**src/rtl/fan_tach_pkg.sv**
```systemverilog
package fan_tach_pkg;
  localparam int DIV_SEL_W = 2;
  localparam int PRE_W     = 3;

  // Divider code 0..3 selects 1,2,4,8 reference ticks per counted group.
  function automatic logic [PRE_W-1:0] div_minus1(input logic [DIV_SEL_W-1:0] code);
    logic [PRE_W:0] d;
    d = (PRE_W+1)'(1) << code;
    return PRE_W'(d - 1'b1);
  endfunction
endpackage

```
**src/rtl/fan_ref_tick.sv**
```systemverilog
module fan_ref_tick #(
  parameter int REF_DIV = 5556
) (
  input  logic clk,
  input  logic rst_n,
  output logic tick_o
);
  generate
    if (REF_DIV <= 1) begin : g_every_cycle
      assign tick_o = 1'b1;
    end else begin : g_counted
      localparam int RW = $clog2(REF_DIV);
      logic [RW-1:0] cnt_q;
      always_ff @(posedge clk or negedge rst_n) begin
        if (!rst_n)                          cnt_q <= '0;
        else if (cnt_q == RW'(REF_DIV - 1))  cnt_q <= '0;
        else                                 cnt_q <= cnt_q + 1'b1;
      end
      assign tick_o = (cnt_q == RW'(REF_DIV - 1));


      tick_gap_chk: assert property (@(posedge clk) disable iff (!rst_n)
        tick_o |=> !tick_o);
    end
  endgenerate
endmodule

```
**src/rtl/fan_tach_sync.sv**
```systemverilog
module fan_tach_sync (
  input  logic clk,
  input  logic rst_n,
  input  logic tach_i,
  output logic rise_o
);
  logic s1_q, s2_q, s3_q;

  always_ff @(posedge clk or negedge rst_n) begin
    if (!rst_n) begin
      s1_q <= 1'b0;
      s2_q <= 1'b0;
      s3_q <= 1'b0;
    end else begin
      s1_q <= tach_i;
      s2_q <= s1_q;
      s3_q <= s2_q;
    end
  end

  assign rise_o = s2_q & ~s3_q;


  rise_single_chk: assert property (@(posedge clk) disable iff (!rst_n)
    rise_o |=> !rise_o);
endmodule

```
**src/rtl/fan_period_meter.sv**
```systemverilog
module fan_period_meter
  import fan_tach_pkg::*;
#(
  parameter int CNT_W = 8
) (
  input  logic                 clk,
  input  logic                 rst_n,
  input  logic                 ref_tick_i,
  input  logic                 rise_i,
  input  logic [DIV_SEL_W-1:0] div_sel_i,
  output logic                 pub_o,
  output logic [CNT_W-1:0]     pub_cnt_o
);
  localparam logic [CNT_W-1:0] CNT_MAX = '1;

  typedef enum logic [1:0] {WAIT_OPEN = 2'd0, SEEN_OPEN = 2'd1, SEEN_MID = 2'd2} win_e;

  logic [CNT_W-1:0] acc_q, acc_n;
  logic [PRE_W-1:0] pre_q, pre_n;
  win_e             win_q, win_n;
  logic             group_done;

  assign group_done = ref_tick_i && (pre_q >= div_minus1(div_sel_i));

  always_comb begin
    acc_n     = acc_q;
    pre_n     = pre_q;
    win_n     = win_q;
    pub_o     = 1'b0;
    pub_cnt_o = acc_q;
    if (ref_tick_i) begin
      if (group_done) begin
        pre_n = '0;
        if (acc_q == CNT_MAX) begin
          pub_o     = 1'b1;
          pub_cnt_o = CNT_MAX;
          acc_n     = '0;
          win_n     = WAIT_OPEN;
        end else begin
          acc_n = acc_q + 1'b1;
        end
      end else begin
        pre_n = pre_q + 1'b1;
      end
    end
    if (rise_i) begin
      if (win_q == SEEN_OPEN) begin
        if (!pub_o) win_n = SEEN_MID;
      end else begin
        if (win_q == SEEN_MID) begin
          pub_o     = 1'b1;
          pub_cnt_o = acc_q;
        end
        acc_n = '0;
        pre_n = '0;
        win_n = SEEN_OPEN;
      end
    end
  end

  always_ff @(posedge clk or negedge rst_n) begin
    if (!rst_n) begin
      acc_q <= '0;
      pre_q <= '0;
      win_q <= WAIT_OPEN;
    end else begin
      acc_q <= acc_n;
      pre_q <= pre_n;
      win_q <= win_n;
    end
  end


  pub_spacing_chk: assert property (@(posedge clk) disable iff (!rst_n)
    pub_o |=> !pub_o);

  open_clears_chk: assert property (@(posedge clk) disable iff (!rst_n)
    rise_i && (win_q == WAIT_OPEN) |=> (acc_q == '0) && (win_q == SEEN_OPEN));
endmodule

```
**src/rtl/fan_alarm_latch.sv**
```systemverilog
module fan_alarm_latch #(
  parameter int CNT_W = 8
) (
  input  logic             clk,
  input  logic             rst_n,
  input  logic             pub_i,
  input  logic [CNT_W-1:0] pub_cnt_i,
  input  logic [CNT_W-1:0] limit_i,
  input  logic             clr_i,
  output logic [CNT_W-1:0] count_o,
  output logic             alarm_o
);
  localparam logic [CNT_W-1:0] CNT_MAX = '1;

  logic [CNT_W-1:0] count_q;
  logic             alarm_q;
  logic             slow_set;

  assign slow_set = pub_i && ((pub_cnt_i > limit_i) || (pub_cnt_i == CNT_MAX));

  always_ff @(posedge clk or negedge rst_n) begin
    if (!rst_n) begin
      count_q <= '0;
      alarm_q <= 1'b0;
    end else begin
      if (pub_i) count_q <= pub_cnt_i;
      if (slow_set)   alarm_q <= 1'b1;
      else if (clr_i) alarm_q <= 1'b0;
    end
  end

  assign count_o = count_q;
  assign alarm_o = alarm_q;


  alarm_sticky_chk: assert property (@(posedge clk) disable iff (!rst_n)
    alarm_q && !clr_i |=> alarm_q);

  alarm_fall_chk: assert property (@(posedge clk) disable iff (!rst_n)
    $fell(alarm_q) |-> $past(clr_i));

  sat_alarm_chk: assert property (@(posedge clk) disable iff (!rst_n)
    pub_i && (pub_cnt_i == CNT_MAX) |=> alarm_q);

  over_limit_chk: assert property (@(posedge clk) disable iff (!rst_n)
    pub_i && (pub_cnt_i > limit_i) |=> alarm_q && (count_q == $past(pub_cnt_i)));

  count_hold_chk: assert property (@(posedge clk) disable iff (!rst_n)
    !pub_i |=> $stable(count_q));
endmodule

```
**src/rtl/fan_tach_monitor.sv**
```systemverilog
module fan_tach_monitor
  import fan_tach_pkg::*;
#(
  parameter int NUM_FANS = 2,
  parameter int CNT_W    = 8,
  parameter int REF_DIV  = 5556
) (
  input  logic                          clk,
  input  logic                          rst_n,
  input  logic [NUM_FANS-1:0]           tach_i,
  input  logic [DIV_SEL_W*NUM_FANS-1:0] div_sel_i,
  input  logic [CNT_W*NUM_FANS-1:0]     limit_i,
  input  logic [NUM_FANS-1:0]           alarm_clr_i,
  output logic [CNT_W*NUM_FANS-1:0]     count_o,
  output logic [NUM_FANS-1:0]           alarm_o
);
  logic ref_tick;

  fan_ref_tick #(.REF_DIV(REF_DIV)) u_ref (
    .clk    (clk),
    .rst_n  (rst_n),
    .tick_o (ref_tick)
  );

  generate
    for (genvar ch = 0; ch < NUM_FANS; ch++) begin : g_fan
      logic             rise;
      logic             pub;
      logic [CNT_W-1:0] pub_cnt;

      fan_tach_sync u_sync (
        .clk    (clk),
        .rst_n  (rst_n),
        .tach_i (tach_i[ch]),
        .rise_o (rise)
      );

      fan_period_meter #(.CNT_W(CNT_W)) u_meter (
        .clk        (clk),
        .rst_n      (rst_n),
        .ref_tick_i (ref_tick),
        .rise_i     (rise),
        .div_sel_i  (div_sel_i[ch*DIV_SEL_W +: DIV_SEL_W]),
        .pub_o      (pub),
        .pub_cnt_o  (pub_cnt)
      );

      fan_alarm_latch #(.CNT_W(CNT_W)) u_alarm (
        .clk       (clk),
        .rst_n     (rst_n),
        .pub_i     (pub),
        .pub_cnt_i (pub_cnt),
        .limit_i   (limit_i[ch*CNT_W +: CNT_W]),
        .clr_i     (alarm_clr_i[ch]),
        .count_o   (count_o[ch*CNT_W +: CNT_W]),
        .alarm_o   (alarm_o[ch])
      );
    end
  endgenerate
endmodule

```
**config.mk**
```make
export PLATFORM = sky130hd
export DESIGN_NAME = fan_tach_monitor
export DESIGN_NICKNAME = d
export VERILOG_FILES = /design/src/rtl/fan_tach_pkg.sv /design/src/rtl/fan_ref_tick.sv /design/src/rtl/fan_tach_sync.sv /design/src/rtl/fan_period_meter.sv /design/src/rtl/fan_alarm_latch.sv /design/src/rtl/fan_tach_monitor.sv
export SDC_FILE = /design/constraint.sdc
export NUM_CORES = 1
export LEC_CHECK = 0
export BUFFER_PORTS_ARGS = -buffer_cell sky130_fd_sc_hd__clkbuf_2
export CORE_ASPECT_RATIO = 1.2
export CORE_UTILIZATION = 51
export CTS_CLUSTER_DIAMETER = 60
export DETAILED_ROUTE_END_ITERATION = 10
export PLACE_DENSITY = 0.71
export SLEW_MARGIN = 20
export SYNTH_ARGS = -nofsm -noshare
export SYNTH_HDL_FRONTEND = slang
export SYNTH_HIERARCHICAL = 1
export SYNTH_SLANG_ARGS = --single-unit
export TNS_END_PERCENT = 5
```
**constraint.sdc**
```tcl
create_clock -name clk -period 3.9 [get_ports clk]
set_input_delay 0.39 -clock clk [delete_from_list [all_inputs] [get_ports clk]]
set_output_delay 0.39 -clock clk [all_outputs]
set_load 0.02 [all_outputs]
```
==> impl_metrics.ini, run 1 <==
[sta]
finClkSkew_ns = 0.0117
finalSetupViolCount = 0
hold_viol = 0
max_freq_mhz = 291
fin_crit_sh_pct = 88.1
slew_headroom_pct = 43.3
fin_tns_setup_ns = 0
rsz0062_at_grt = false
slew_viol_final = 0
worstMarginPinSlew_ns = 0.843
fin_crit_ns = 3.44

[detailed_routing]
ant_nets = 0
drt_iter0_markers = 142
wirelength_mm = 7.34
drt_first_pass_iters = 4
post-route-drc-count = 0
wl_per_cell_um = 14.8
vias_per_cell = 5.70
vias = 2823

[synthesis]
synthTopCellsByCount = dfrtp_1, a21oi_1, inv_1, nand2_1, ha_1
ys.flop_type = dfrtp_1
syn_nets = 418
synthTopCellsByArea = dfrtp_1, ha_1, mux2_2
ys_async_sr_fraction_pct = 100
synth_top_area_share_pct = 43.9
synth_largest_area_cell = dfrtp_1
netlist_area_um2 = 3590
seq_area_frac_synth_pct = 43.9
synthCells = 365
yosysMostFrequentCell = dfrtp_1
ys_types = 42
synth_edf_count = 0
syn_avg_cell_area_um2 = 9.84
synth-seq-cells = 63
yosysWarnings = 6

[power]
intPower_mw = 1.20
clkPwrFrac_pct = 49.2
swShare_pct = 22.0
ir_drop_mv = 0.261
p_sw_mw = 0.339
power_frac_seq_pct = 43.8
leakage_nw = 1.94
p_per_area_nw_per_um2 = 375
pwr-share-comb_pct = 7.0

[setup_path]
cp.required_ns = 4.13
critPathKind = flop to flop
end_kind = flop
r2r_end = g_fan[0].u_alarm/alarm_o$_DFFE_PN0P_
crit_path_start_kind = flop
worst-path-max-fanout = 10
crit_arrival_ns = 3.67
worstRegToRegCells = 13
regToRegStartpoint = u_ref/g_counted.cnt_q[6]$_DFF_PN0_
r2r_slack_ns = 0.46

[place]
gpl.final_weighted_congestion = 0.891
hpwl_mm = 5.36
dp_cells = 478
place.port_buffers = 43

[clock_tree]
cts.clk_slew.worst_paths_ns = 0.08
cts_sinks = 63
cts_max_path_buffers = 2
post_cts_buffers = 0
htreeDepth = 3
cts_tree = yes
postCtsHoldBufs = 1
clk_latency_ns = 0.34
cts_buffers = 9
cts_root_buf = clkbuf_8
cts.repair.resized = 0

[layout]
drive_gt1_share_pct = 24.5
nets = 456
instances_no_fill = 495
area_growth_pct = 14.3
antenna_cells = 0

[global_route]
grt_pass1_wl_mm = 12.5
busiest_layer = met2
grt_max_degree = 46
first_global_vias = 2753
antenna_found_initial = 0
use_met2_pct = 38.8
grt_usage_pct = 22.2
grt_util_met3_pct = 5.73
grtUsageMet1_pct = 26.0
grt-ovfl-total = 0

[floorplanning]
die_area_um2 = 7380
die_w_um = 78.6
core_um2 = 6810
start_util_pct = 52.7
die_y_um = 93.9
io_pins = 44
rows = 33

[flow_run]
maxCapViolations = 0

[min_path]
min-delay-start = tach_i[1]
hold_end = g_fan[1].u_sync/s1_q$_DFF_PN0_
min_path_cells = 1
hp-class = input port to flop

[status]
status = completed
==> cells in the final DEF, fill, tap and decap left out, drive strengths merged <==
cell,synthesis,layout
o21ai,16,16
nand4,13,13
nand2,29,29
or2b,2,2
clkbuf,13,52
o32ai,2,2
nor2b,7,7
xor2,3,3
a31o,2,2
o211ai,2,2
ha,27,27
nand3,19,19
buf,8,6
or3,7,7
dlygate4sd3,0,1
bufinv,0,4
nor2,17,17
nand3b,2,2
dfrtp,63,63
and4,2,2
a211oi,2,2
o31ai,14,14
nor3,3,3
a21o,6,6
inv,29,31
xnor2,8,8
and4bb,1,1
o21a,2,2
clkinv,0,1
nand2b,2,2
and2,2,2
nor4,4,4
or2,2,2
mux2,14,14
or4,10,10
a21oi,30,30
==> kinds of logic after synthesis <==
logic type | count (synthesis) | synth area share [%]
muxes | 14 | 4.39
adders and majority gates | 27 | 9.40
AOI/OAI and AO/OA | 76 | 12.8
buffers and inverters | 52 | 6.72
DFF | 63 | 43.9
and+or+nand+nor | 122 | 20.1
xor gates and xnor gates | 11 | 2.68
==> power by group through the flow <==
stage / Clock, mW / Combinational, mW / Sequential (mW)
2_1_floorplan: 0 / 0.0641 / 0.691
3_3_place_gp: 0 / 0.106 / 0.688
3_5_place_dp: 0 / 0.108 / 0.688
4_1_cts: 0.779 / 0.109 / 0.675
5_1_grt: 0.804 / 0.121 / 0.677
6_report: 0.759 / 0.107 / 0.675
==> sequential cells by signal, indices dropped and copies added, names as in the netlist <==
name / cells
g_fan.u_alarm/alarm_o: 2
g_fan.u_alarm/count_o: 16
g_fan.u_meter/acc_q: 16
g_fan.u_meter/pre_q: 6
g_fan.u_meter/win_q: 4
g_fan.u_sync/s1_q: 2
g_fan.u_sync/s2_q: 2
g_fan.u_sync/s3_q: 2
u_ref/g_counted.cnt_q: 13
==> routing by layer <==
layer | vias up | share of wire, %
li1 | 1370 | -
met5 | - | 0
met2 | 64 | 51
met3 | 17 | 3.5
met1 | 1372 | 44
met4 | 0 | 1.5
==> critical path, stage by stage, from the launching register on <==
cell	delay (ns)
dfrtp_1	0.42
and4bb_2	0.29
nand3_1	0.11
nor4_4	0.53
and4_4	0.36
nand3_2	0.10
nor3_1	0.34
a21o_1	0.21
inv_1	0.06
ha_1	0.27
nand4_1	0.08
o21ai_1	0.17
a21oi_1	0.06
or3_1	0.34
==> metrics by stage <==
stage / setup WS, ns / instance area [um2] / total power [mW] / util (%) / hold slack (ns)
2_1_floorplan: 0.813 / 3590 / 0.755 / - / 0.0944
4_1_cts: 0.513 / 4110 / 1.56 / 60.3 / 0.132
3_3_place_gp: 0.584 / 3830 / 0.794 / 56.2 / 0.339
5_1_grt: 0.296 / 4110 / 1.60 / 60.3 / 0.129
6_report: 0.462 / 4110 / 1.54 / 60.3 / 0.151
3_5_place_dp: 0.510 / 3830 / 0.796 / 56.2 / 0.339
==> cell type report <==
cell class	count	area [um2]
clock buffer	9	124
clock inverter	7	143
fill	589	2710
inverter	29	109
multi-input combinational	250	1770
sequential	63	1580
tap	87	109
timing repair buffer	50	270
==> how the worst max path moves through the flow <==
stage / start / endpoint / slack [ns] / cells past startpoint
floorplan: u_ref/g_counted.cnt_q[9]$_DFF_PN0_ / g_fan[0].u_alarm/alarm_o$_DFFE_PN0P_ / 0.81 / 13
global placement: u_ref/g_counted.cnt_q[9]$_DFF_PN0_ / g_fan[0].u_alarm/alarm_o$_DFFE_PN0P_ / 0.58 / 13
detailed placement: u_ref/g_counted.cnt_q[9]$_DFF_PN0_ / g_fan[0].u_alarm/alarm_o$_DFFE_PN0P_ / 0.51 / 13
CTS: u_ref/g_counted.cnt_q[6]$_DFF_PN0_ / g_fan[0].u_alarm/alarm_o$_DFFE_PN0P_ / 0.51 / 13
global route: u_ref/g_counted.cnt_q[6]$_DFF_PN0_ / g_fan[0].u_alarm/alarm_o$_DFFE_PN0P_ / 0.30 / 13
finish: u_ref/g_counted.cnt_q[6]$_DFF_PN0_ / g_fan[0].u_alarm/alarm_o$_DFFE_PN0P_ / 0.46 / 13
Note: power is estimated with default switching activity, not from simulation.
==> inputs of run 2 (changes only) <==
--- a/config.mk
+++ b/config.mk
@@ -7,10 +7,10 @@
 export LEC_CHECK = 0
 export BUFFER_PORTS_ARGS = -buffer_cell sky130_fd_sc_hd__clkbuf_2
 export CORE_ASPECT_RATIO = 1.2
-export CORE_UTILIZATION = 51
+export CORE_UTILIZATION = 53
 export CTS_CLUSTER_DIAMETER = 60
 export DETAILED_ROUTE_END_ITERATION = 10
-export PLACE_DENSITY = 0.71
+export PLACE_DENSITY = 0.75
 export SLEW_MARGIN = 20
 export SYNTH_ARGS = -nofsm -noshare
 export SYNTH_HDL_FRONTEND = slang
==> run 2 against run 1 <==
Sequential power barely moved; total power fell by 16%; global-route usage decreased by 0.73 points; register-to-register slack better by 0.16 ns; count of clock-buffer cells in the layout increased by 3; die area down 3.7%; combinational power is essentially flat; critical path depth rose by 1; highest routed layer unchanged; clock power is 32% lower; first-iteration DRC count grew 2.8%.
==> impl_metrics.ini, run 2 (synthesized netlist as in run 1, its figures left out) <==
[status]
status = completed

[floorplanning]
io_pins = 44
die_area_um2 = 7110
core_um2 = 6490
start_util_pct = 55.4
die_y_um = 92.2
rows = 32
die_w_um = 77.2

[sta]
fin_crit_ns = 3.28
fin_ws_ns = 0.623
worstMarginPinSlew_ns = 0.872
finalSetupViolCount = 0
fin_tns_setup_ns = 0
slew_viol_final = 0
fin_crit_sh_pct = 84.0
max_freq_mhz = 305
worst_hold_slack_ns = 0.159
rsz0062_at_grt = false
hold_viol = 0
finClkSkew_ns = 0.00615
slew_headroom_pct = 41.8

[setup_path]
worst-path-max-fanout = 12
end_kind = flop
crit_path_start_kind = flop
worstPathCellList = and4bb_2 -> nand3_1 -> nor4_4 -> buf_4 -> and4_4 -> nand3_2 -> nor3_1 -> a21o_1 -> inv_1 -> ha_1 -> nand4_1 -> o21ai_1 -> a21oi_1 -> or3_1
crit_arrival_ns = 3.49
r2r_slack_ns = 0.62
cp.required_ns = 4.11
crit_slowest_cell = dfrtp_1
max_stage_delay_ns = 0.41
critPathKind = flop to flop

[clock_tree]
cts.repair.resized = 0
postCtsHoldBufs = 0
cts_tree = yes
cts_sinks = 63
post_cts_buffers = 0
clk_latency_ns = 0.33
cts_buffers = 9
cts.clk_slew.worst_paths_ns = 0.07
cts_root_buf = clkbuf_8
htreeDepth = 3
cts_max_path_buffers = 2

[layout]
area_growth_pct = 11.6
fill_cells = 569
nets = 455
drive_gt1_share_pct = 24.4
final_cell_mix = dfrtp_1, clkbuf_2, a21oi_1, inv_1, nand2_1
antenna_cells = 0
final_common_cell = dfrtp_1
instances_no_fill = 491

[global_route]
grt_usage_pct = 21.5
grt-ovfl-total = 0
grt_pass1_wl_mm = 12.0
grt_max_degree = 35
antenna_found_initial = 0
first_global_vias = 2660

[power]
p_per_area_nw_per_um2 = 324
total_power_mw = 1.30
leakage_nw = 1.90
ir_drop_mv = 0.203

[place]
place.port_buffers = 43
dp_worst_setup_slack_ns = 0.620
dp_cells = 476
gpl.final_weighted_congestion = 0.825
hpwl_mm = 5.11

[detailed_routing]
wl_met1_mm = 2.99
wirelength_mm = 6.97
vias = 2790
vias_per_cell = 5.68
drt_iter0_markers = 146
top_layer_used = met4
ant_nets = 0
met2WireLength_mm = 3.52
wl_per_cell_um = 14.2
drt_first_pass_iters = 4
post-route-drc-count = 0
wl_met3_um = 337

[flow_run]
maxCapViolations = 0

[min_path]
hp-class = input port to asynchronous set/reset pin
-- run 2: cell types whose count changed in the layout (fill, tap and decap cells not counted), sizes merged --
cell / before / now
inv: 31 / 29
clkinv: 1 / 2
bufinv: 4 / 0
clkbuf: 52 / 55
clkinvlp: 0 / 1
dlygate4sd3: 1 / 0
-- run 2: per-layer routing --
layer  up-vias  GRT usage (%)
met5         -              0
met4         0           9.75
met3        11           5.07
met2        84           36.4
met1      1329           25.6
li1       1366              -
-- run 2: path summary, 6_finish.rpt --
check,from,endpoint,cells past startpoint
worst max-delay path,u_ref/g_counted.cnt_q[9]$_DFF_PN0_,g_fan[0].u_alarm/alarm_o$_DFFE_PN0P_,14
worst min-delay path,rst_n,g_fan[0].u_meter/win_q[0]$_DFF_PN0_,1
worst max register to register,u_ref/g_counted.cnt_q[9]$_DFF_PN0_,g_fan[0].u_alarm/alarm_o$_DFFE_PN0P_,14
worst min register to register,g_fan[0].u_sync/s1_q$_DFF_PN0_,g_fan[0].u_sync/s2_q$_DFF_PN0_,0
max in group asynchronous,rst_n,u_ref/g_counted.cnt_q[2]$_DFF_PN0_,2
min in group clk,tach_i[0],g_fan[0].u_sync/s1_q$_DFF_PN0_,1
-- run 2: worst max-delay path, delay by kind of cell, from the launching register on --
family                     cells  cell delay, ns
and+or+nand+nor                8            1.73
AOI/OAI and AO/OA              3            0.46
DFF                            1            0.41
buffers and inverters          2            0.29
adders and majority gates      1            0.27
-- run 2: through the flow --
stage               area (um2)  utilization [%]
CTS                       4010             61.8
floorplan                 3590                -
global placement          3830             59.0
finish                    4010             61.8
global route              4010             61.8
detailed placement        3830             59.0
-- run 2: cell type report --
type / count / area (um2) / area share (%)
Clock buffer: 12 / 165 / 4.12
Multi-Input combinational cell: 250 / 1770 / 44.3
Sequential cell: 63 / 1580 / 39.3
Clock inverter: 3 / 17.5 / 0.437
Tap cell: 85 / 106 / 2.65
Timing Repair Buffer: 49 / 260 / 6.49
Inverter: 29 / 109 / 2.72
-- run 2: where the power goes --
part | switching [mW] | internal (mW)
logic | 0.0638 | 0.0417
clock network | 0.241 | 0.277
registers | 0.00827 | 0.668
==> inputs of run 3 (changes only) <==
--- a/config.mk
+++ b/config.mk
@@ -5,12 +5,13 @@
 export SDC_FILE = /design/constraint.sdc
 export NUM_CORES = 1
 export LEC_CHECK = 0
+export ABC_AREA = 1
 export BUFFER_PORTS_ARGS = -buffer_cell sky130_fd_sc_hd__clkbuf_2
 export CORE_ASPECT_RATIO = 1.2
 export CORE_UTILIZATION = 53
 export CTS_CLUSTER_DIAMETER = 60
 export DETAILED_ROUTE_END_ITERATION = 10
-export PLACE_DENSITY = 0.75
+export PLACE_DENSITY = 0.77
 export SLEW_MARGIN = 20
 export SYNTH_ARGS = -nofsm -noshare
 export SYNTH_HDL_FRONTEND = slang
==> constraint.sdc (replaced) <==
create_clock -name clk -period 3 [get_ports clk]
set_input_delay 0.3 -clock clk [delete_from_list [all_inputs] [get_ports clk]]
set_output_delay 0.3 -clock clk [all_outputs]
set_load 0.02 [all_outputs]
==> run 3 against run 2 <==
Worst setup slack worse by 0.12 ns; register-to-register slack worse by 0.12 ns; clock power is 40% higher; critical path type unchanged; critical endpoint is now g_fan[1].u_alarm/alarm_o$_DFFE_PN0P_; largest cell class unchanged.
==> impl_metrics.ini, run 3 <==
[power]
pwr-share-comb_pct = 10.8
swShare_pct = 25.7
p_sw_mw = 0.469
ir_drop_mv = 0.322
intPower_mw = 1.36
clkPwrFrac_pct = 39.7
leakage_nw = 2.54
p_per_area_nw_per_um2 = 412
power_frac_seq_pct = 49.5

[setup_path]
cpMostUsedCell = nand2_1
r2r_end = g_fan[1].u_alarm/alarm_o$_DFFE_PN0P_
path_depth = 16
worst-path-max-fanout = 9
cp.required_ns = 3.22
critical_path.endpoint = g_fan[1].u_alarm/alarm_o$_DFFE_PN0P_
crit_slowest_cell = dfrtp_1
crit_path_start_kind = flop
r2r_slack_ns = 0.50
regToRegStartpoint = u_ref/g_counted.cnt_q[1]$_DFF_PN0_
end_kind = flop
cp_num_buf_inv = 2
path_delay_family = simple AND/OR/NAND/NOR gates
worstPathCellList = ha_1 -> nand2_1 -> nor2_1 -> nand3_2 -> inv_1 -> nand2_1 -> nor2_2 -> nand2_1 -> nand2_1 -> inv_1 -> ha_1 -> nand2_1 -> nor2_1 -> a21oi_1 -> nand2_1 -> nand2_1
worstRegToRegCells = 16
critPathKind = flop to flop
crit_arrival_ns = 2.72
cp-startpoint = u_ref/g_counted.cnt_q[1]$_DFF_PN0_
max_stage_delay_ns = 0.37

[min_path]
hp-class = input port to asynchronous set/reset pin

[synthesis]
ys_async_sr_fraction_pct = 100
synth_edf_count = 0
syn_avg_cell_area_um2 = 7.54
netlist_area_um2 = 4020
synthTopCellsByArea = dfrtp_1, nand2_1, inv_1
yosysWarnings = 6
ys_types = 29
seq_area_frac_synth_pct = 39.2
synth-seq-cells = 63
synthCells = 533
syn_nets = 586
synth_largest_area_cell = dfrtp_1
synthTopCellsByCount = nand2_1, inv_1, dfrtp_1
synth_top_area_share_pct = 39.2
yosysMostFrequentCell = nand2_1
ys.flop_type = dfrtp_1

[detailed_routing]
ant_nets = 0
wl_per_cell_um = 11.2
drt_first_pass_iters = 4
wirelength_mm = 7.47
vias_per_cell = 4.94
vias = 3287
post-route-drc-count = 0
drt_iter0_markers = 157

[clock_tree]
cts.clk_slew.worst_paths_ns = 0.07
htreeDepth = 3
cts_tree = yes
cts_sinks = 63
post_cts_buffers = 0
cts_buffers = 9
cts_max_path_buffers = 2
cts.repair.resized = 0
clk_latency_ns = 0.33
cts_root_buf = clkbuf_8
postCtsHoldBufs = 0

[sta]
max_freq_mhz = 401
slew_headroom_pct = 47.9
fin_tns_setup_ns = 0
slew_viol_final = 0
finalSetupViolCount = 0
worstMarginPinSlew_ns = 0.781
worst_hold_slack_ns = 0.0338
hold_viol = 0
fin_crit_ns = 2.50
rsz0062_at_grt = false
finClkSkew_ns = 0.00741
fin_crit_sh_pct = 83.2

[floorplanning]
die_area_um2 = 7940
die_w_um = 81.5
core_um2 = 7320
rows = 34
io_pins = 44
start_util_pct = 55.0
die_y_um = 97.4

[global_route]
first_global_vias = 3121
grt-ovfl-total = 0
antenna_found_initial = 0
grt_usage_pct = 21.1
grt_max_degree = 31
grt_pass1_wl_mm = 13.0

[flow_run]
maxCapViolations = 0

[place]
gpl.final_weighted_congestion = 0.833
place.port_buffers = 43
hpwl_mm = 5.60

[status]
status = completed

[layout]
drive_gt1_share_pct = 19.6
antenna_cells = 0
final_common_cell = nand2_1
area_growth_pct = 10.2
nets = 624
final_cell_mix = nand2_1, inv_1, dfrtp_1, nor2_1, clkbuf_2
## run 3: cell types whose count changed in the layout (fill, tap and decap cells not counted), moves of 19 or more
cell and delta:
nor2_1 +39, nand2_1 +118, inv_1 +66, a21oi_1 -19
## run 3: cell families (layout without fill, tap and decap cells)
group	Yosys count	count (layout)	share of synthesized area [%]
and+or+nand+nor	280	280	31.9
buffers and inverters	118	161	12.6
DFF	63	63	39.2
AOI/OAI and AO/OA	37	37	6.22
adders and majority gates	27	27	8.40
xor gates and xnor gates	8	8	1.74
## run 3: area by class of cell
| type | count | area, um2 |
|---|---|---|
| tap | 90 | 113 |
| multi-input combinational | 352 | 1940 |
| clock inverter | 4 | 45.0 |
| timing repair buffer | 47 | 245 |
| sequential | 63 | 1580 |
| fill | 660 | 2890 |
| clock buffer | 12 | 145 |
| inverter | 98 | 368 |
## run 3: routing by layer
metal  track usage (%)  share of wire (%)  vias up
met5                 0                  0        -
met4              8.65                1.1        0
met3              3.38                3.1       10
met2              36.9                 51       71
met1              24.8                 44     1498
li1                  -                  -     1708
## run 3: per-stage QoR
stage | cells | cell area (um2) | total power [mW] | worst slack, ns | util (%)
after floorplan | 533 | 4020 | 1.04 | 0.818 | -
after global placement | 650 | 4240 | 1.11 | 0.539 | 58.0
after detailed placement | 650 | 4240 | 1.12 | 0.450 | 58.0
after CTS | 666 | 4430 | 1.85 | 0.499 | 60.6
after global routing | 666 | 4430 | 1.91 | 0.252 | 60.6
final | 666 | 4430 | 1.83 | 0.505 | 60.6
## run 3: worst min-delay path by stage
stage | endpoint | slack (ns) | cells past startpoint
2_1_floorplan | g_fan[0].u_alarm/alarm_o$_DFFE_PN0P_ | 0.004 | 0
3_3_place_gp | g_fan[1].u_sync/s2_q$_DFF_PN0_ | 0.33 | 0
3_5_place_dp | g_fan[1].u_sync/s2_q$_DFF_PN0_ | 0.35 | 0
4_1_cts | g_fan[1].u_alarm/count_o[5]$_DFFE_PN0P_ | 0.04 | 1
5_1_grt | g_fan[1].u_sync/s1_q$_DFF_PN0_ | 0.06 | 1
6_report | g_fan[1].u_alarm/count_o[7]$_DFFE_PN0P_ | 0.03 | 1
## run 3: power groups by stage
| stage | combinational (mW) | clock, mW | sequential, mW |
|---|---|---|---|
| 5_1_grt | 0.226 | 0.779 | 0.908 |
| 4_1_cts | 0.200 | 0.746 | 0.905 |
| 6_report | 0.197 | 0.724 | 0.904 |
| 3_5_place_dp | 0.200 | 0 | 0.921 |
| 3_3_place_gp | 0.193 | 0 | 0.918 |
| 2_1_floorplan | 0.0987 | 0 | 0.946 |
